===== src/rtl/dma_rc_pkg.sv =====
package dma_rc_pkg;
  localparam logic [1:0] CODE_STOP  = 2'b00;
  localparam logic [1:0] CODE_RUN   = 2'b01;
  localparam logic [1:0] CODE_PAUSE = 2'b10;

  typedef enum logic [1:0] {
    ST_IDLE,
    ST_RUN,
    ST_DRAIN,
    ST_HOLD
  } rc_state_e;
endpackage


===== src/rtl/dma_rc_params.sv =====
module dma_rc_params #(
  parameter int ADDR_W     = 32,
  parameter int CNT_W      = 16,
  parameter int ELEM_BYTES = 4
) (
  input  logic              clk,
  input  logic              rst_n,
  input  logic              cfg_en,
  input  logic [ADDR_W-1:0] cfg_src,
  input  logic [ADDR_W-1:0] cfg_dst,
  input  logic [CNT_W-1:0]  cfg_cnt,
  input  logic              rld_wr,
  input  logic [ADDR_W-1:0] rld_src,
  input  logic [ADDR_W-1:0] rld_dst,
  input  logic [CNT_W-1:0]  rld_cnt,
  input  logic              reload,
  input  logic              launch,
  input  logic              rd_fire,
  input  logic              wr_fire,
  output logic [ADDR_W-1:0] rd_addr,
  output logic [ADDR_W-1:0] wr_addr,
  output logic              remain_zero
);
  localparam logic [ADDR_W-1:0] STEP = ADDR_W'(ELEM_BYTES);

  logic [ADDR_W-1:0] src_q, dst_q, sh_src_q, sh_dst_q;
  logic [CNT_W-1:0]  rem_q, sh_cnt_q;

  always_ff @(posedge clk) begin
    if (!rst_n) begin
      sh_src_q <= '0;
      sh_dst_q <= '0;
      sh_cnt_q <= '0;
    end else if (rld_wr) begin
      sh_src_q <= rld_src;
      sh_dst_q <= rld_dst;
      sh_cnt_q <= rld_cnt;
    end
  end

  always_ff @(posedge clk) begin
    if (!rst_n) begin
      src_q <= '0;
      dst_q <= '0;
      rem_q <= '0;
    end else if (reload) begin
      src_q <= sh_src_q;
      dst_q <= sh_dst_q;
      rem_q <= sh_cnt_q;
    end else if (cfg_en) begin
      src_q <= cfg_src;
      dst_q <= cfg_dst;
      rem_q <= cfg_cnt;
    end else begin
      if (rd_fire) src_q <= src_q + STEP;
      if (wr_fire) dst_q <= dst_q + STEP;
      if (launch)  rem_q <= rem_q - 1'b1;
    end
  end

  assign rd_addr     = src_q;
  assign wr_addr     = dst_q;
  assign remain_zero = (rem_q == '0);

  // a shadow write alone never moves the working registers
  assert_rld_isolated_R9: assert property (@(posedge clk) disable iff (!rst_n)
    (rld_wr && !reload && !cfg_en && !rd_fire && !wr_fire && !launch)
      |=> ($stable(src_q) && $stable(dst_q) && $stable(rem_q)));
endmodule


===== src/rtl/dma_rc_xfer.sv =====
module dma_rc_xfer #(
  parameter int MAX_PEND = 8
) (
  input  logic clk,
  input  logic rst_n,
  input  logic rd_go,
  input  logic remain_zero,
  input  logic rd_ready,
  input  logic rd_cpl,
  input  logic wr_ready,
  output logic launch,
  output logic rd_valid,
  output logic rd_fire,
  output logic wr_valid,
  output logic wr_fire,
  output logic quiet
);
  localparam int PEND_W = $clog2(MAX_PEND + 1);
  localparam logic [PEND_W-1:0] PEND_MAX = PEND_W'(MAX_PEND);

  logic              req_q, wait_q;
  logic [PEND_W-1:0] pend_q;
  logic              cpl_ok;

  assign launch   = rd_go && !req_q && !wait_q && !remain_zero && (pend_q < PEND_MAX);
  assign rd_valid = req_q;
  assign rd_fire  = req_q && rd_ready;
  assign wr_valid = (pend_q != '0);
  assign wr_fire  = wr_valid && wr_ready;
  assign cpl_ok   = wait_q && rd_cpl;
  assign quiet    = !req_q && !wait_q && (pend_q == '0);

  always_ff @(posedge clk) begin
    if (!rst_n) begin
      req_q  <= 1'b0;
      wait_q <= 1'b0;
      pend_q <= '0;
    end else begin
      if (launch)       req_q <= 1'b1;
      else if (rd_fire) req_q <= 1'b0;
      if (rd_fire)      wait_q <= 1'b1;
      else if (cpl_ok)  wait_q <= 1'b0;
      case ({cpl_ok, wr_fire})
        2'b10:   pend_q <= pend_q + 1'b1;
        2'b01:   pend_q <= pend_q - 1'b1;
        default: pend_q <= pend_q;
      endcase
    end
  end

  assert_pend_cap_R11: assert property (@(posedge clk) disable iff (!rst_n)
    pend_q <= PEND_MAX);
  assert_wr_hold_R11: assert property (@(posedge clk) disable iff (!rst_n)
    (wr_valid && !wr_ready) |=> wr_valid);
  assert_rd_hold_R11: assert property (@(posedge clk) disable iff (!rst_n)
    (rd_valid && !rd_ready) |=> rd_valid);
endmodule


===== src/rtl/dma_rc_fsm.sv =====
module dma_rc_fsm
  import dma_rc_pkg::*;
(
  input  logic       clk,
  input  logic       rst_n,
  input  logic       cmd_valid,
  input  logic [1:0] cmd_code,
  input  logic       sync_in,
  input  logic       autoinit_en,
  input  logic       quiet,
  input  logic       remain_zero,
  input  logic       launch,
  output logic       rd_go,
  output logic       reload,
  output logic       idle,
  output logic [1:0] status
);
  rc_state_e state_q;
  logic      to_stop_q, extra_q;
  logic      run_cmd, stop_cmd, halt_cmd, blk_end, drain_done;

  assign run_cmd    = cmd_valid && (cmd_code == CODE_RUN);
  assign stop_cmd   = cmd_valid && (cmd_code == CODE_STOP);
  assign halt_cmd   = stop_cmd || (cmd_valid && (cmd_code == CODE_PAUSE));
  assign blk_end    = remain_zero && quiet;
  assign drain_done = quiet && (!extra_q || remain_zero);
  assign reload     = autoinit_en && blk_end &&
                      (((state_q == ST_RUN) && !halt_cmd) || (state_q == ST_DRAIN));
  assign rd_go      = ((state_q == ST_RUN) && !halt_cmd && sync_in) ||
                      ((state_q == ST_DRAIN) && extra_q);
  assign idle       = (state_q == ST_IDLE);

  always_comb begin
    case (state_q)
      ST_RUN, ST_DRAIN: status = CODE_RUN;
      ST_HOLD:          status = CODE_PAUSE;
      default:          status = CODE_STOP;
    endcase
  end

  always_ff @(posedge clk) begin
    if (!rst_n) begin
      state_q   <= ST_IDLE;
      to_stop_q <= 1'b0;
      extra_q   <= 1'b0;
    end else begin
      case (state_q)
        ST_IDLE: if (run_cmd) state_q <= ST_RUN;
        ST_RUN: begin
          if (halt_cmd) begin
            state_q   <= ST_DRAIN;
            to_stop_q <= stop_cmd;
            extra_q   <= sync_in && !remain_zero;
          end else if (blk_end && !autoinit_en) begin
            state_q <= ST_IDLE;
          end
        end
        ST_DRAIN: begin
          if (launch)   extra_q   <= 1'b0;
          if (stop_cmd) to_stop_q <= 1'b1;
          if (drain_done) begin
            extra_q <= 1'b0;
            if ((blk_end && !autoinit_en) || to_stop_q || stop_cmd) state_q <= ST_IDLE;
            else                                                   state_q <= ST_HOLD;
          end
        end
        ST_HOLD: begin
          if (run_cmd)       state_q <= ST_RUN;
          else if (stop_cmd) state_q <= ST_IDLE;
        end
        default: state_q <= ST_IDLE;
      endcase
    end
  end

  assert_status_legal_R10: assert property (@(posedge clk) disable iff (!rst_n)
    status != 2'b11);
  assert_restart_ignored_R3: assert property (@(posedge clk) disable iff (!rst_n)
    ((state_q == ST_RUN) && run_cmd && !blk_end) |=> (state_q == ST_RUN));
  assert_pause_drained_R4: assert property (@(posedge clk) disable iff (!rst_n)
    ((status == CODE_PAUSE) && ($past(status) == CODE_RUN)) |-> $past(quiet));
  assert_stop_drained_R6: assert property (@(posedge clk) disable iff (!rst_n)
    ((status == CODE_STOP) && ($past(status) == CODE_RUN)) |-> $past(quiet));
endmodule


===== src/rtl/dma_run_ctrl.sv =====
module dma_run_ctrl #(
  parameter int ADDR_W     = 32,
  parameter int CNT_W      = 16,
  parameter int ELEM_BYTES = 4,
  parameter int MAX_PEND   = 8
) (
  input  logic              clk,
  input  logic              rst_n,
  input  logic              cmd_valid,
  input  logic [1:0]        cmd_code,
  output logic [1:0]        status,
  input  logic              autoinit_en,
  input  logic              sync_in,
  input  logic              cfg_wr,
  input  logic [ADDR_W-1:0] cfg_src,
  input  logic [ADDR_W-1:0] cfg_dst,
  input  logic [CNT_W-1:0]  cfg_cnt,
  input  logic              rld_wr,
  input  logic [ADDR_W-1:0] rld_src,
  input  logic [ADDR_W-1:0] rld_dst,
  input  logic [CNT_W-1:0]  rld_cnt,
  output logic              rd_valid,
  input  logic              rd_ready,
  output logic [ADDR_W-1:0] rd_addr,
  input  logic              rd_cpl,
  output logic              wr_valid,
  input  logic              wr_ready,
  output logic [ADDR_W-1:0] wr_addr
);
  logic rd_go, reload, idle, quiet, remain_zero, launch, rd_fire, wr_fire;

  dma_rc_fsm u_fsm (
    .clk, .rst_n, .cmd_valid, .cmd_code, .sync_in, .autoinit_en,
    .quiet, .remain_zero, .launch, .rd_go, .reload, .idle, .status
  );

  dma_rc_xfer #(.MAX_PEND(MAX_PEND)) u_xfer (
    .clk, .rst_n, .rd_go, .remain_zero, .rd_ready, .rd_cpl, .wr_ready,
    .launch, .rd_valid, .rd_fire, .wr_valid, .wr_fire, .quiet
  );

  dma_rc_params #(.ADDR_W(ADDR_W), .CNT_W(CNT_W), .ELEM_BYTES(ELEM_BYTES)) u_params (
    .clk, .rst_n, .cfg_en(cfg_wr && idle), .cfg_src, .cfg_dst, .cfg_cnt,
    .rld_wr, .rld_src, .rld_dst, .rld_cnt, .reload, .launch, .rd_fire, .wr_fire,
    .rd_addr, .wr_addr, .remain_zero
  );

  // working registers stay put while the channel is not stopped
  assert_cfg_locked_R12: assert property (@(posedge clk) disable iff (!rst_n)
    (cfg_wr && (status != 2'b00) && !rd_valid && !wr_valid) |=> $stable(rd_addr));
endmodule


===== config.mk =====
export PLATFORM = sky130hd
export DESIGN_NAME = dma_run_ctrl
export DESIGN_NICKNAME = d
export VERILOG_FILES = /design/src/rtl/dma_rc_pkg.sv /design/src/rtl/dma_rc_params.sv /design/src/rtl/dma_rc_xfer.sv /design/src/rtl/dma_rc_fsm.sv /design/src/rtl/dma_run_ctrl.sv
export SDC_FILE = /design/constraint.sdc
export NUM_CORES = 1
export LEC_CHECK = 0
export ABC_AREA = 1
export BUFFER_PORTS_ARGS = -buffer_cell sky130_fd_sc_hd__buf_2
export CORE_MARGIN = 1.5
export CORE_UTILIZATION = 49
export DETAILED_ROUTE_END_ITERATION = 16
export PLACE_DENSITY_LB_ADDON = 0.08
export SYNTH_ARGS = -nofsm -noshare
export SYNTH_HDL_FRONTEND = slang
export SYNTH_SLANG_ARGS = --single-unit

===== constraint.sdc =====
create_clock -name clk -period 1.8 [get_ports clk]
set_input_delay 0.09 -clock clk [delete_from_list [all_inputs] [get_ports clk]]
set_output_delay 0.09 -clock clk [all_outputs]
set_load 0.1 [all_outputs]

---- Word-level counts from Yosys, hierarchy flattened ----
Cells that the tools add are included.
word-level totals
  word-level logic and storage cells ...... 112
  input port bits ......................... 172
  register bits ........................... 170
  output and inout bits ................... 68
cells by class
  add/sub/neg operators ................... 5
  equal/unequal tests ..................... 14
  mux-type cells .......................... 30
  reduce and logical (&&, ||, !) cells .... 50
  order comparisons ....................... 1
operator list
  cell                                                  count
  2-to-1 mux 32 bit                                     6
  adder 32 x 3 -> 32 bit (second input constant)        2
  2-to-1 mux 16 bit                                     3
  logical AND 1 bit                                     22
  zero test 16 bit                                      1
  subtractor 16 x 1 -> 16 bit (second input constant)   1
  2-to-1 mux 2 bit                                      7
  2-to-1 mux 1 bit                                      9
  nonzero test 3 bit                                    3
  equality test 2 bit (second input constant)           4
  != test 2 x 1 -> 1 bit (second input constant)        4
  case mux 2 bit (4 select lines)                       1
  case mux 4 bit (2 select lines)                       1
  nonzero test 2 bit                                    4
  equality test 2 x 1 -> 1 bit (second input constant)  3
  zero test 1 bit                                       6
  logical OR 1 bit                                      6
  != test 3 x 2 -> 1 bit (second input constant)        2
  AND reduction 3 bit                                   2
  adder 4 x 1 -> 4 bit (second input constant)          1
  zero test 2 bit                                       2
  zero test 4 bit                                       1
  less-than comparator 4 bit (second input constant)    1
  case mux 1 bit (2 select lines)                       2
  6 further kinds                                       6

---- Longest topological paths before layout ----
  word-level depth ........................ 14
  mapped depth ............................ 14
  depth with buffers taken out ............ 12

---- Cells and area by module ----
A second synthesis with hierarchy kept.
unflattened totals
  cells, all modules ...................... 1615
  area, all modules ....................... 9990.8 um^2
by module, submodules not included
  module         area each (um^2)  cells an instance  sequential area each (um^2)  instances
  dma_rc_params  9191.3            1490               3203.1                       1
  dma_rc_fsm     404.1             67                 80.1                         1
  dma_rc_xfer    387.9             56                 120.1                        1
  dma_run_ctrl   7.5               2                  0.0                          1

---- Worst setup path before layout ----
No wires, ideal clock.
  path kind ............................... flip-flop to flip-flop
  start point ............................. register u_xfer.pend_q[1]
  end point ............................... register u_xfer.pend_q[3]
  setup time .............................. 0.070 ns
  required time ........................... 1.730 ns
  clock period less this slack ............ 2.601 ns
  arrival time ............................ 2.530 ns
  setup slack ............................. -0.801 ns
  buffers on the path ..................... 0
  stages on the path, launching flop included .. 13
  cell sequence ........................... dfxtp_1 > nor2_1 > nand2_1 > nand2_1 > inv_1 > ha_1 > ha_1 > nand2_1 > nor2_1 > a211oi_1 > xor2_1 > nand2_1 > a21oi_1
on the way
  longest elaborated chain between the ends .. 4
  elaborated cells on any way between the ends .. 8
  classes of those cells .................. add/sub (2); eq/ne (2); mux (1); reduce/logical (3)
RTL lines
  what                                                                          RTL line            text
  start: declaration                                                            dma_rc_xfer.sv:22   logic [PEND_W-1:0] pend_q;
  start signal: assignment                                                      dma_rc_xfer.sv:44   2'b10: pend_q <= pend_q + 1'b1;
  start signal: assignment                                                      dma_rc_xfer.sv:45   2'b01: pend_q <= pend_q - 1'b1;
  start signal: assignment                                                      dma_rc_xfer.sv:46   default: pend_q <= pend_q;
  nonzero test 4 bit (*)                                                        dma_rc_xfer.sv:28   assign wr_valid = (pend_q != '0);
  named net wr_valid                                                            dma_run_ctrl.sv:26  output logic wr_valid,
  logical AND 1 bit (*)                                                         dma_rc_xfer.sv:29   assign wr_fire = wr_valid && wr_ready;
  equality test 2 x 1 -> 1 bit / equality test 2 bit (equally long branches)    dma_rc_xfer.sv:43   case ({cpl_ok, wr_fire})
  case mux 4 bit (2 select lines) / nonzero test 2 bit (equally long branches)  --
The timed path passes the listed nets; every way through them passes the cells marked *.
A chain may end at the register's enable or synchronous reset.

---- Worst setup path in the final report ----
  start point ............................. register u_params.rem_q[0]
  end point ............................... register u_params.rem_q[8]
on the way
  longest elaborated chain between the ends .. 5
  elaborated cells on any way between the ends .. 12
  classes of those cells .................. add/sub (1); mux (3); reduce/logical (8)
RTL lines
  what                                                                                 RTL line             text
  start: declaration                                                                   dma_rc_params.sv:27  logic [CNT_W-1:0] rem_q, sh_cnt_q;
  start signal: assignment                                                             dma_rc_params.sv:49  rem_q <= sh_cnt_q;
  start signal: assignment                                                             dma_rc_params.sv:53  rem_q <= cfg_cnt;
  start signal: assignment                                                             dma_rc_params.sv:57  if (launch) rem_q <= rem_q - 1'b1;
  parallel branches: the longest is 5 deep, another holds subtractor 16 x 1 -> 16 bit  --
Parallel ways; which one is timed is not known. The select of a mux whose other input is x is not followed.

==> run metrics <==
highest achievable clock rate 537 MHz; Worst Hold Class input port to register; setup TNS -1.01 ns; Max IR drop VDD 0.00153 V; root buffer selected by CTS sky130_fd_sc_hd__clkbuf_16; CP Max Fanout 6; final setup slack of the worst path -0.0631 ns; Avg Cell Area, Syn 6.06 sq um; clock insertion delay at the later pin of the skew report 0.43 ns; Routed wire per std cell 16.1 microns; number of cell rows 52; placer's final routability congestion estimate 0.945; largest cells by area after synthesis sky130_fd_sc_hd__dfxtp_1, sky130_fd_sc_hd__nand2_1, sky130_fd_sc_hd__nor2_1; failing checks negative setup slack; outcome finished with violations; share of layout cells above drive strength 1 0.301; Unique masters post-synth 36; Overflow after GRT 0; power per standard cell area 1640 nW/um^2; I/O pin total 240; Layout Skew 0.0135 ns; clock tree from TritonCTS yes; sum of internal, switching and leakage power 24.8 mW; Post-layout nets 2250; Die ar. 21300 sq um; number of antenna cells inserted 0; Rel. slew slack 0.655; number of antenna violations at the first check in global routing 0; buffers added on ports 239; detailed-route via count 12400; Post-Route WL 37900 microns; CTS sink cnt 170; CTS clk-pin slew, worst paths 0.07 ns; Min Clock Period, post-route 1.86 ns; data required time of the critical path 2.13 ns; drt first-iter violations 958; fraction of synthesized cell area taken by the top area cell type 0.339; Post-Synthesis Cells 1655; remaining antenna violation count after routing 0; effective utilization at floorplan 0.498; post-synthesis instance area 10000 sq um; largest net degree at the start of global routing 113; global-route wire length before repair 56900 microns; DRC violation count after routing 0; depth of the CTS H-tree 4; final worst path period share 1.04; arrival time at the worst endpoint 2.19 ns; actual slew at the worst max-slew pin 0.521 ns; fraction of the core area covered by cells at the end of the flow 0.749; final max-slew violation count 0; total nets after synthesis 1840; vias in the first global route 11400; total global-route track usage 0.331; Max Buffers Root-to-Sink 2; worst setup path class register to register; TritonCTS buffer count 17; number of hold violations in the final report 0; number of setup violations in the final report 40; count of maximum capacitance violations 0; Synth-to-Final Area Change 50.5%; unrepaired setup endpoints after global routing yes; CP Launch Type register; total iterations of the first detailed-routing run 6; count of synthesis-stage warnings from yosys 0; proportion of synthesized chip area in sequential cells 0.339; post-detail-place hpwl 23900 microns; post-detailed-route via-to-cell ratio 5.29; #FFs+latches synth 170; floorplan die width 146 microns; core footprint 20200 sq um; endpoint type of the worst setup path register; cell type with the largest total area after synthesis sky130_fd_sc_hd__dfxtp_1; height of the die 146 microns; leakage power summed over all cells 6.80 nW
-- cell type report --
cell class | instances | area (sq um)
timing repair buffer | 472 | 3820
fill | 1608 | 5060
inverter | 114 | 442
multi-input combinational | 1290 | 6390
clock inverter | 13 | 156
tap | 270 | 338
sequential | 170 | 3520
clock buffer | 18 | 429
-- state kept, by name, indices dropped and copies added (netlist names) --
| signal | count |
|---|---|
| u_xfer.rd_valid | 1 |
| u_xfer.pend_q | 4 |
| u_fsm.state_q | 2 |
| u_params.rem_q | 16 |
| u_params.rd_addr | 32 |
| u_params.sh_cnt_q | 16 |
| u_params.wr_addr | 32 |
| u_fsm.to_stop_q | 1 |
| u_xfer.wait_q | 1 |
| u_params.sh_dst_q | 32 |
| u_params.sh_src_q | 32 |
| u_fsm.extra_q | 1 |
-- stage by stage --
step | setup WS [ns] | cell area, sq um | cells | hold WS (ns)
finish | -0.0631 | 15100 | 2347 | 0.0189
detailed placement | -0.103 | 12300 | 2180 | 0.317
global route | -0.149 | 15100 | 2347 | 0.0414
CTS | -0.0648 | 14300 | 2327 | 0.00745
floorplan | -0.0804 | 10200 | 1655 | 0.225
global placement | -0.0326 | 12300 | 2180 | 0.311
-- routing by layer --
| metal | part of all wire | GRT usage |
|---|---|---|
| met3 | 0.070 | 0.0525 |
| met1 | 0.42 | 0.429 |
| met4 | 0.035 | 0.103 |
| met5 | 0 | 0 |
| met2 | 0.48 | 0.565 |
-- final timing paths --
check / start / endpoint / slack [ns] / depth (start not counted)
max: u_params.rem_q[0] / u_params.rem_q[8] / -0.06 / 14
min: cfg_src[30] / u_params.rd_addr[30] / 0.02 / 5
max reg2reg: u_params.rem_q[0] / u_params.rem_q[8] / -0.06 / 14
min reg2reg: u_params.sh_cnt_q[7] / u_params.sh_cnt_q[7] / 0.45 / 2
-- synthesized netlist by cell type (all sizes together) --
| cell type | number |
|---|---|
| o211ai | 5 |
| nor2 | 337 |
| fa | 1 |
| nand4 | 4 |
| a22o | 1 |
| dfxtp | 170 |
| a21oi | 124 |
| buf | 36 |
| clkinv | 2 |
| nand2 | 485 |
| clkbuf | 45 |
| nand3b | 18 |
| a211oi | 1 |
| inv | 112 |
| a31oi | 6 |
| xor2 | 11 |
| xnor2 | 13 |
| ha | 12 |
| or2 | 12 |
| nor3 | 6 |
| nand3 | 68 |
| o21ai | 186 |
-- where the power goes --
group / total [mW] / internal [mW] / switching (mW)
clock network: 3.76 / 2.08 / 1.68
logic: 15.1 / 5.28 / 9.84
registers: 5.92 / 4.78 / 1.14
-- cells in the final DEF (no fill, tap or decap), drive strengths merged --
cell type	count
dlygate4sd3	88
xor2	11
a31oi	6
clkinv	7
dfxtp	170
clkbuf	29
nor3	6
a21oi	124
buf	372
a22o	1
nand3	68
nand4	4
o21ai	186
clkinvlp	1
o211ai	5
a211oi	1
or2	12
bufbuf	1
xnor2	13
inv	117
ha	12
bufinv	2
nand2	485
fa	1
nand3b	18
nor2	337
-- critical path, stage by stage, from the launching register on --
cell and delay, ns:
sky130_fd_sc_hd__dfxtp_2 0.33, sky130_fd_sc_hd__inv_2 0.08, sky130_fd_sc_hd__ha_4 0.15, sky130_fd_sc_hd__nand2_4 0.05
sky130_fd_sc_hd__nor2_4 0.13, sky130_fd_sc_hd__buf_6 0.11, sky130_fd_sc_hd__nand3_4 0.07, sky130_fd_sc_hd__nor2_4 0.15
sky130_fd_sc_hd__buf_6 0.14, sky130_fd_sc_hd__buf_12 0.14, sky130_fd_sc_hd__buf_12 0.11, sky130_fd_sc_hd__buf_6 0.09
sky130_fd_sc_hd__a21oi_2 0.03, sky130_fd_sc_hd__nor2_1 0.11, sky130_fd_sc_hd__nor2_1 0.06
-- logic make-up after synthesis --
logic type | Yosys count | synth area share
AO/OA/AOI/OAI | 323 | 0.164
XOR/XNOR | 24 | 0.0209
adder cells (fa/ha/maj) | 13 | 0.0170
buffers and inverters | 195 | 0.0829
flip-flops | 170 | 0.339
AND/OR/NAND/NOR | 930 | 0.376
-- repair_timing --
item / 4_1_cts / 5_1_grt
cloned: 6 / 12
endpoints found under the hold margin: 88 / 0
resized for setup: 66 / 130
pin swaps: 32 / 50
hold buffers: 88 / 0
setup endpoints to repair: 78 / 85
buffers inserted: 22 / 11
No activity file was read; power rests on OpenSTA's default activity.
